--- src/rtl/walk_pkg.sv ---
package walk_pkg;

  typedef enum logic [2:0] {
    ST_IDLE,
    ST_RD_OUTER,
    ST_RD_INNER,
    ST_DONE,
    ST_FAULT
  } walk_st_e;

  localparam logic LVL_OUTER = 1'b0;
  localparam logic LVL_INNER = 1'b1;

endpackage

--- src/rtl/walk_ent_addr.sv ---
// Forms the byte address of a table entry from a table page number and an index.
module walk_ent_addr #(
  parameter int ADDR_W = 32,
  parameter int OFF_W  = 12,
  parameter int IDX_W  = 10
) (
  input  logic [ADDR_W-OFF_W-1:0] tbl_page,
  input  logic [IDX_W-1:0]        idx,
  output logic [ADDR_W-1:0]       ent_addr
);
  localparam int PAD_W = OFF_W - IDX_W;

  assign ent_addr = {tbl_page, idx, {PAD_W{1'b0}}};
endmodule

--- src/rtl/walk_ctrl.sv ---
// Sequencer: accepts a request, issues one read per level, decides the outcome.
module walk_ctrl
  import walk_pkg::*;
#(
  parameter int ADDR_W = 32,
  parameter int OFF_W  = 12,
  parameter int IDX_W  = 10
) (
  input  logic              clk,
  input  logic              rst_n,
  input  logic              req_valid,
  input  logic [ADDR_W-1:0] req_vaddr,
  output logic              req_ready,
  input  logic [ADDR_W-1:0] outer_addr,
  input  logic [ADDR_W-1:0] inner_addr,
  output logic              mem_req_valid,
  input  logic              mem_req_ready,
  output logic [ADDR_W-1:0] mem_req_addr,
  input  logic              mem_rsp_valid,
  input  logic              rsp_ok,
  input  logic              res_ready,
  output walk_st_e          st,
  output logic [ADDR_W-1:0] va_q,
  output logic              cap_ok,
  output logic              cap_flt,
  output logic              cap_lvl
);
  logic              issued;
  logic [ADDR_W-1:0] rd_addr;
  logic              reading;
  logic              rsp_hit;

  assign reading = (st == ST_RD_OUTER) || (st == ST_RD_INNER);
  assign rsp_hit = reading && issued && mem_rsp_valid;

  always_ff @(posedge clk or negedge rst_n) begin
    if (!rst_n) begin
      st      <= ST_IDLE;
      issued  <= 1'b0;
      va_q    <= '0;
      rd_addr <= '0;
    end else begin
      case (st)
        ST_IDLE: begin
          if (req_valid) begin
            va_q    <= req_vaddr;
            rd_addr <= outer_addr;
            issued  <= 1'b0;
            st      <= ST_RD_OUTER;
          end
        end
        ST_RD_OUTER, ST_RD_INNER: begin
          if (!issued) begin
            if (mem_req_ready) issued <= 1'b1;
          end else if (mem_rsp_valid) begin
            issued <= 1'b0;
            if (!rsp_ok) begin
              st <= ST_FAULT;
            end else if (st == ST_RD_OUTER) begin
              rd_addr <= inner_addr;
              st      <= ST_RD_INNER;
            end else begin
              st <= ST_DONE;
            end
          end
        end
        ST_DONE, ST_FAULT: begin
          if (res_ready) st <= ST_IDLE;
        end
        default: st <= ST_IDLE;
      endcase
    end
  end

  assign req_ready     = (st == ST_IDLE);
  assign mem_req_valid = reading && !issued;
  assign mem_req_addr  = rd_addr;
  assign cap_ok        = rsp_hit && rsp_ok && (st == ST_RD_INNER);
  assign cap_flt       = rsp_hit && !rsp_ok;
  assign cap_lvl       = (st == ST_RD_INNER) ? LVL_INNER : LVL_OUTER;
endmodule

--- src/rtl/walk_result.sv ---
// Holds the captured frame or fault level and assembles the result fields.
module walk_result
  import walk_pkg::*;
#(
  parameter int ADDR_W = 32,
  parameter int OFF_W  = 12
) (
  input  logic              clk,
  input  logic              rst_n,
  input  walk_st_e          st,
  input  logic [ADDR_W-1:0] va_q,
  input  logic              cap_ok,
  input  logic              cap_flt,
  input  logic              cap_lvl,
  input  logic [ADDR_W-OFF_W-1:0] rsp_page,
  output logic              res_valid,
  output logic              res_fault,
  output logic              res_level,
  output logic [ADDR_W-1:0] res_paddr,
  output logic [ADDR_W-1:0] res_vaddr
);
  logic [ADDR_W-OFF_W-1:0] frame_q;
  logic                    lvl_q;

  always_ff @(posedge clk or negedge rst_n) begin
    if (!rst_n) begin
      frame_q <= '0;
      lvl_q   <= LVL_OUTER;
    end else begin
      if (cap_ok)  frame_q <= rsp_page;
      if (cap_flt) lvl_q   <= cap_lvl;
    end
  end

  assign res_valid = (st == ST_DONE) || (st == ST_FAULT);
  assign res_fault = (st == ST_FAULT);
  assign res_level = lvl_q;
  assign res_paddr = {frame_q, va_q[OFF_W-1:0]};
  assign res_vaddr = va_q;
endmodule

--- src/rtl/pt_walker.sv ---
module pt_walker
  import walk_pkg::*;
#(
  parameter int ADDR_W = 32,
  parameter int OFF_W  = 12,
  parameter int IDX_W  = 10
) (
  input  logic              clk,
  input  logic              rst_n,
  input  logic              base_wr,
  input  logic [ADDR_W-1:0] base_data,
  input  logic              req_valid,
  output logic              req_ready,
  input  logic [ADDR_W-1:0] req_vaddr,
  output logic              mem_req_valid,
  input  logic              mem_req_ready,
  output logic [ADDR_W-1:0] mem_req_addr,
  input  logic              mem_rsp_valid,
  input  logic [ADDR_W-1:0] mem_rsp_data,
  output logic              res_valid,
  input  logic              res_ready,
  output logic              res_fault,
  output logic              res_level,
  output logic [ADDR_W-1:0] res_paddr,
  output logic [ADDR_W-1:0] res_vaddr
);
  localparam int PG_W    = ADDR_W - OFF_W;
  localparam int HI_LSB  = OFF_W + IDX_W;

  logic [PG_W-1:0]   base_pg_q;
  logic [ADDR_W-1:0] outer_addr;
  logic [ADDR_W-1:0] inner_addr;
  logic [ADDR_W-1:0] va_q;
  walk_st_e          st;
  logic              cap_ok;
  logic              cap_flt;
  logic              cap_lvl;
  logic              unused_bits;

  assign unused_bits = ^{base_data[OFF_W-1:0], mem_rsp_data[OFF_W-1:1]};

  always_ff @(posedge clk or negedge rst_n) begin
    if (!rst_n)       base_pg_q <= '0;
    else if (base_wr) base_pg_q <= base_data[ADDR_W-1:OFF_W];
  end

  walk_ent_addr #(.ADDR_W(ADDR_W), .OFF_W(OFF_W), .IDX_W(IDX_W)) u_outer_addr (
    .tbl_page (base_pg_q),
    .idx      (req_vaddr[HI_LSB +: IDX_W]),
    .ent_addr (outer_addr)
  );

  walk_ent_addr #(.ADDR_W(ADDR_W), .OFF_W(OFF_W), .IDX_W(IDX_W)) u_inner_addr (
    .tbl_page (mem_rsp_data[ADDR_W-1:OFF_W]),
    .idx      (va_q[OFF_W +: IDX_W]),
    .ent_addr (inner_addr)
  );

  walk_ctrl #(.ADDR_W(ADDR_W), .OFF_W(OFF_W), .IDX_W(IDX_W)) u_ctrl (
    .clk           (clk),
    .rst_n         (rst_n),
    .req_valid     (req_valid),
    .req_vaddr     (req_vaddr),
    .req_ready     (req_ready),
    .outer_addr    (outer_addr),
    .inner_addr    (inner_addr),
    .mem_req_valid (mem_req_valid),
    .mem_req_ready (mem_req_ready),
    .mem_req_addr  (mem_req_addr),
    .mem_rsp_valid (mem_rsp_valid),
    .rsp_ok        (mem_rsp_data[0]),
    .res_ready     (res_ready),
    .st            (st),
    .va_q          (va_q),
    .cap_ok        (cap_ok),
    .cap_flt       (cap_flt),
    .cap_lvl       (cap_lvl)
  );

  walk_result #(.ADDR_W(ADDR_W), .OFF_W(OFF_W)) u_result (
    .clk       (clk),
    .rst_n     (rst_n),
    .st        (st),
    .va_q      (va_q),
    .cap_ok    (cap_ok),
    .cap_flt   (cap_flt),
    .cap_lvl   (cap_lvl),
    .rsp_page  (mem_rsp_data[ADDR_W-1:OFF_W]),
    .res_valid (res_valid),
    .res_fault (res_fault),
    .res_level (res_level),
    .res_paddr (res_paddr),
    .res_vaddr (res_vaddr)
  );
endmodule

--- config.mk ---
export PLATFORM = sky130hd
export DESIGN_NAME = pt_walker
export DESIGN_NICKNAME = d
export VERILOG_FILES = /design/src/rtl/walk_pkg.sv /design/src/rtl/walk_ent_addr.sv /design/src/rtl/walk_ctrl.sv /design/src/rtl/walk_result.sv /design/src/rtl/pt_walker.sv
export SDC_FILE = /design/constraint.sdc
export NUM_CORES = 1
export LEC_CHECK = 0
export BUFFER_PORTS_ARGS = -buffer_cell sky130_fd_sc_hd__buf_2
export CORE_ASPECT_RATIO = 0.9
export CORE_MARGIN = 2
export CORE_UTILIZATION = 25
export DETAILED_ROUTE_END_ITERATION = 8
export GPL_TIMING_DRIVEN = 1
export SYNTH_ARGS = -nofsm -noshare
export SYNTH_HDL_FRONTEND = slang
export SYNTH_SLANG_ARGS = --single-unit
--- constraint.sdc ---
create_clock -name clk -period 2.07 [get_ports clk]
set_clock_uncertainty 0.2 [all_clocks]
set_input_delay 0 -clock clk [delete_from_list [all_inputs] [get_ports clk]]
set_output_delay 0 -clock clk [all_outputs]
set_load 0.01 [all_outputs]
# After elaboration in Yosys (flattened, before gate mapping)
# Cells that the tools add are included.
# word_totals
word_cells	54
register_bits	109
inputBits	103
out_inout_bits	101
# op_classes
reduce_logical	18
n_eq_ne	10
n_mux	19
# op_table
op	n
$mux W32	5
$pmux W32 S2	1
$mux W3	5
$pmux W3 S3	1
$ne A2 B2 Y1 const B	4
$eq A3 B2 Y1 const B	2
$logic_and A1 B1 Y1	6
$mux W1	6
$reduce_and A6 Y1	1
$ne A2 B1 Y1 const B	2
$reduce_and A2 Y1	2
$reduce_and A4 Y1	1
$reduce_or A2 Y1	2
$eq A3 B1 Y1 const B	1
$eq A3 B3 Y1 const B	1
$logic_not A3 Y1	1
$logic_not A1 Y1	2
$logic_or A1 B1 Y1	2
$pmux W1 S2	1
$reduce_bool A2 Y1	1

# Logic depth before layout (Yosys ltp)
# depth
word_depth	6
depth_mapped	5
mapped_depth_nobuf	3

# Hierarchy
# Synthesis repeated with hierarchy kept, for this count alone.
# unflattened
cells_unflattened	408
hier_area_um2	5592.9
# by_module_without_submodules
mod	area_per_inst_um2	n_inst	seq_area_each_um2	cells_each
walk_ctrl	3072.9	1	1701.6	209
walk_result	1208.7	1	525.5	91
pt_walker	823.3	1	500.5	42
walk_ent_addr	244.0	2	0.0	33

# Worst setup path before layout
# OpenSTA, ideal clock, no wires.
# synth_timing
path_kind	reg2reg
startpoint	register u_ctrl.st[0]
endpoint	register u_ctrl.va_q[22]
required_ps	1745
path_buffers	1
setup_time_ps	125
t_arrival_ps	1422
period_less_slack_ps	1747
path_stages_with_launch	4
setup_slack_ps	323
path_cell_list	dfrtp_1 or4b_4 buf_6 mux2_4
# synth_via
elab_chain_cells	2
# synth_lines
element	line_no	text
start: declaration	walk_ctrl.sv:22	output walk_st_e st,
start signal: assignment	walk_ctrl.sv:38	st <= ST_IDLE;
start signal: assignment	walk_ctrl.sv:49	st <= ST_RD_OUTER;
start signal: assignment	walk_ctrl.sv:58	st <= ST_FAULT;
$logic_not A3 Y1	walk_ctrl.sv:43	case (st)
$reduce_and A2 Y1 (no source line)	-	
end signal: assignment	walk_ctrl.sv:46	va_q <= req_vaddr;
end: declaration	walk_ctrl.sv:23	output logic [ADDR_W-1:0] va_q,
# No other way between the ends.
# A chain may end at the register's enable or synchronous reset.

# Worst setup path after layout
# layout_timing
startpoint	register u_ctrl.st[1]
endpoint	register u_ctrl.va_q[25]
# Same word-level chain as after synthesis.

==> results.txt <==
----------------------------------------------------
[STA]
  Total negative slack for setup checks ... 0 ns
  FMAX ... 0.5373 GHz
  Slew at the pin closest to its max-slew limit ... 0.5847 ns
  Share of the clock period used by the worst path ... 0.8990
  RSZ-0062 raised after global routing ... false
  Count of final setup violators ... 0
  Number of pins exceeding their max-slew limit in the final report ... 0
  Count of endpoints failing hold in the final timing report ... 0
  Clock period minus final worst setup slack ... 1.861 ns
  Tightest slew margin relative to the limit ... 0.6102

[Layout]
  Register Area ... 0.002678 mm^2
  Area growth syn-to-layout ... 48.74%
  Number of inserted diodes ... 0
  Final Non-Filler Cells ... 803
  Post-layout net count ... 661
  Layout cell share with drive strength beyond 1 ... 0.5542
  Total area of multi-input combinational cells ... 0.001619 mm^2
  Fillers ... 1724

[Setup path]
  Worst EP required ... 2.10 ns
  Largest driver fanout on the critical path ... 11
  Kind of end point of the critical path ... flip-flop
  Buffer and inverter count on the worst path ... 1
  Cell with the largest stage delay on the worst path ... sky130_fd_sc_hd__or4b_4
  Max stage delay on crit path ... 0.54 ns
  Crit path max-delay family ... simple AND/OR/NAND/NOR gates
  Category of the worst setup path launch point ... flip-flop
  Crit path DAT ... 1.89 ns
  Critical path class ... reg2reg
  Critical path, cell by cell ... or4b_4 -> buf_4 -> mux2_4

[Clock network]
  Clock latency at the later pin of the worst-skew pair ... 0.35 ns
  CTS root buffer ... sky130_fd_sc_hd__clkbuf_16
  Post-CTS setup-driven buffer insertion count ... 0
  Deepest clock path buffer count ... 2
  H-tree level count ... 3
  Clock tree from TritonCTS ... built
  Clock slew at the register clock pins of the worst setup and hold paths ... 0.07 ns
  CTS Buf Count ... 9
  CTS Sinks ... 107

[Power]
  Power per Cell Area ... 1289 mW/mm^2
  Total leakage power ... 0.003107 uW
  Cell-internal power ... 5784 uW
  Part of the power in registers ... 0.396
  Switching part of the total ... 0.3325
  Worst IR drop on VDD ... 486.7 uV
  Net switching component of the power ... 2881 uW
  Fraction of power consumed by combinational cells ... 0.396
  Clock network fraction of total power ... 0.208

[Global route]
  Overflow left after global routing ... 0
  Wire length of the first global-routing pass ... 19440 um
  Number of global-route vias before repair ... 3671
  Antenna violations before repair ... 0
  Global-route usage over all layers ... 0.1268
  Largest net degree at the start of global routing ... 108

[Synth]
  Prevailing post-synth register cell ... sky130_fd_sc_hd__dfrtp_1
  Avg Inst Size Synth ... 14.54 um^2
  Share of flip-flops with an asynchronous set or reset ... 1.000
  Number of instances in the synthesized netlist ... 311
  Part of the Yosys area used for sequential elements ... 0.5923
  Synth warn ... 0
  Combined area of all synthesized cells ... 0.004521 mm^2
  Number of synthesized register bits ... 107
  Number of enable-type register cells in the synthesized netlist ... 0
  Count of unique library cells instantiated by Yosys ... 29

[Routing]
  Via-per-instance ratio ... 4.305
  Average detailed-routed wire length per instance ... 14.79 um
  Via Count ... 3457
  DRC marker count from the first detailed-route iteration ... 146
  Number of routed nets with antenna violations ... 0
  Detailed-route wire length ... 11880 um
  Detailed-route DRC error count ... 0
  Length of the first detailed-routing pass in iterations ... 4

[Placed design]
  HPWL reported at the end of detailed placement ... 7749 um
  Number of buffers added on ports ... 178
  Gpl congestion ... 0.7361
  Number of placed cells counting well taps ... 708

[Run status]
  Run status ... finished clean

[Floorplanning]
  Row count ... 46
  Die X ... 145.7 um
  # IOs ... 204
  Initial standard-cell utilization of the core ... 0.2558
  Area of the die ... 0.01918 mm^2
  Area of the core ... 0.01767 mm^2
  Die H ... 131.6 um

[Hold path]
  Worst hold-check path type ... in2async

[Flow run]
  Max-cap violations ... 0

----------------------------------------------------
-- cells in the mapped netlist, types with 2 or more instances --
library cell / n / share of area
sky130_fd_sc_hd__o21ai_0: 4 / 0.0044
sky130_fd_sc_hd__dfrtp_1: 107 / 0.59
sky130_fd_sc_hd__buf_4: 15 / 0.025
sky130_fd_sc_hd__nor2_1: 4 / 0.0033
sky130_fd_sc_hd__buf_6: 4 / 0.010
sky130_fd_sc_hd__nand2b_1: 34 / 0.047
sky130_fd_sc_hd__inv_1: 3 / 0.0025
sky130_fd_sc_hd__mux2_4: 9 / 0.030
sky130_fd_sc_hd__nand2_1: 5 / 0.0042
sky130_fd_sc_hd__or2_2: 2 / 0.0028
sky130_fd_sc_hd__clkbuf_1: 5 / 0.0042
sky130_fd_sc_hd__o32ai_1: 2 / 0.0039
sky130_fd_sc_hd__o221a_2: 30 / 0.075
sky130_fd_sc_hd__a21oi_1: 2 / 0.0022
sky130_fd_sc_hd__mux2_2: 63 / 0.16
sky130_fd_sc_hd__buf_2: 9 / 0.010
-- logic make-up after synthesis --
logic type,share of synthesized area
flip-flops,0.5923
multiplexers,0.1868
AND/OR/NAND/NOR,0.07002
AO/OA/AOI/OAI,0.09660
buffers and inverters,0.05148
XOR/XNOR,0.001938
other,0.0008295
-- cell type report --
cell class	count	area share
Sequential cell	107	0.3982
Timing Repair Buffer	268	0.2683
Multi-Input combinational cell	169	0.2408
Tap cell	240	0.04466
Clock buffer	12	0.03815
Clock inverter	4	0.008188
Inverter	3	0.001675
-- worst min-delay path, delay by kind of cell --
kind	cells	cell delay [ns]
buffers and inverters	3	1.05
-- routing by layer --
layer  track usage  vias to the layer above  share of wire
li1              -                     1611              -
met5             0                        -              0
met3       0.02778                       14          0.045
met4       0.04521                        0          0.016
met1        0.1548                     1733           0.43
met2        0.2199                       99           0.51
-- state kept, by name, summed over array words and instances (netlist names) --
| signal | count |
|---|---|
| u_ctrl.mem_req_addr | 30 |
| u_ctrl.issued | 1 |
| u_ctrl.st | 3 |
| base_pg_q | 20 |
| u_result.res_level | 1 |
| u_result.frame_q | 20 |
| u_ctrl.va_q | 32 |
-- power by group through the flow --
stage	Clock (uW)	Sequential [uW]	Combinational [uW]
floorplan	0	3790	1750
global placement	0	3420	3280
detailed placement	0	3460	3340
CTS	1870	3420	3480
global route	1960	3550	3700
finish	1800	3430	3440
-- stage by stage --
step / power [uW] / hold WS (ns) / area [um^2] / util / worst slack, ns
after global routing: 9206 / 0.06110 / 6724 / 0.3805 / 0.1558
after floorplan: 5539 / -0.4956 / 4524 / - / 0.3227
final: 8666 / 0.05433 / 6724 / 0.3805 / 0.2090
after detailed placement: 6805 / -0.07063 / 5619 / 0.3180 / 0.03157
after CTS: 8772 / 0.05324 / 6721 / 0.3804 / 0.02757
after global placement: 6700 / -0.08699 / 5619 / 0.3180 / 0.07432
-- cells in the final DEF, fill, tap and decap left out, types with 2 or more instances in the layout --
master,netlist,routed
sky130_fd_sc_hd__mux2_2,63,63
sky130_fd_sc_hd__dfrtp_1,107,107
sky130_fd_sc_hd__nand2_1,5,5
sky130_fd_sc_hd__buf_2,9,177
sky130_fd_sc_hd__nand2b_1,34,34
sky130_fd_sc_hd__buf_12,0,3
sky130_fd_sc_hd__a21oi_1,2,2
sky130_fd_sc_hd__dlygate4sd3_1,0,79
sky130_fd_sc_hd__conb_1,1,2
sky130_fd_sc_hd__o32ai_1,2,2
sky130_fd_sc_hd__clkbuf_8,0,2
sky130_fd_sc_hd__inv_1,3,3
sky130_fd_sc_hd__clkbuf_16,0,9
sky130_fd_sc_hd__inv_6,0,2
sky130_fd_sc_hd__buf_4,15,9
sky130_fd_sc_hd__o221a_2,30,30
sky130_fd_sc_hd__nor2_1,4,3
sky130_fd_sc_hd__mux2_4,9,9
sky130_fd_sc_hd__o21ai_0,4,4
-- timing repair --
action | in CTS | in global routing
endpoints found under the setup margin | 0 | 30
gates resized for setup | 0 | 1
hold buffers | 79 | 0
hold endpoints to repair | 214 | 0
-- final timing paths --
path                         startpoint              end  slack (ns)  depth (start not counted)
min in group clk                base_wr    base_pg_q[10]        0.05                          2
hold reg to reg            base_pg_q[1]     base_pg_q[1]        0.30                          1
max in group asynchronous         rst_n  u_ctrl.va_q[16]        1.15                          3
hold / removal                    rst_n   u_ctrl.va_q[5]        0.05                          3
setup reg to reg           u_ctrl.st[1]  u_ctrl.va_q[25]        0.21                          3
setup / recovery           u_ctrl.st[1]  u_ctrl.va_q[25]        0.21                          3
No activity file was read; power rests on OpenSTA's default activity.
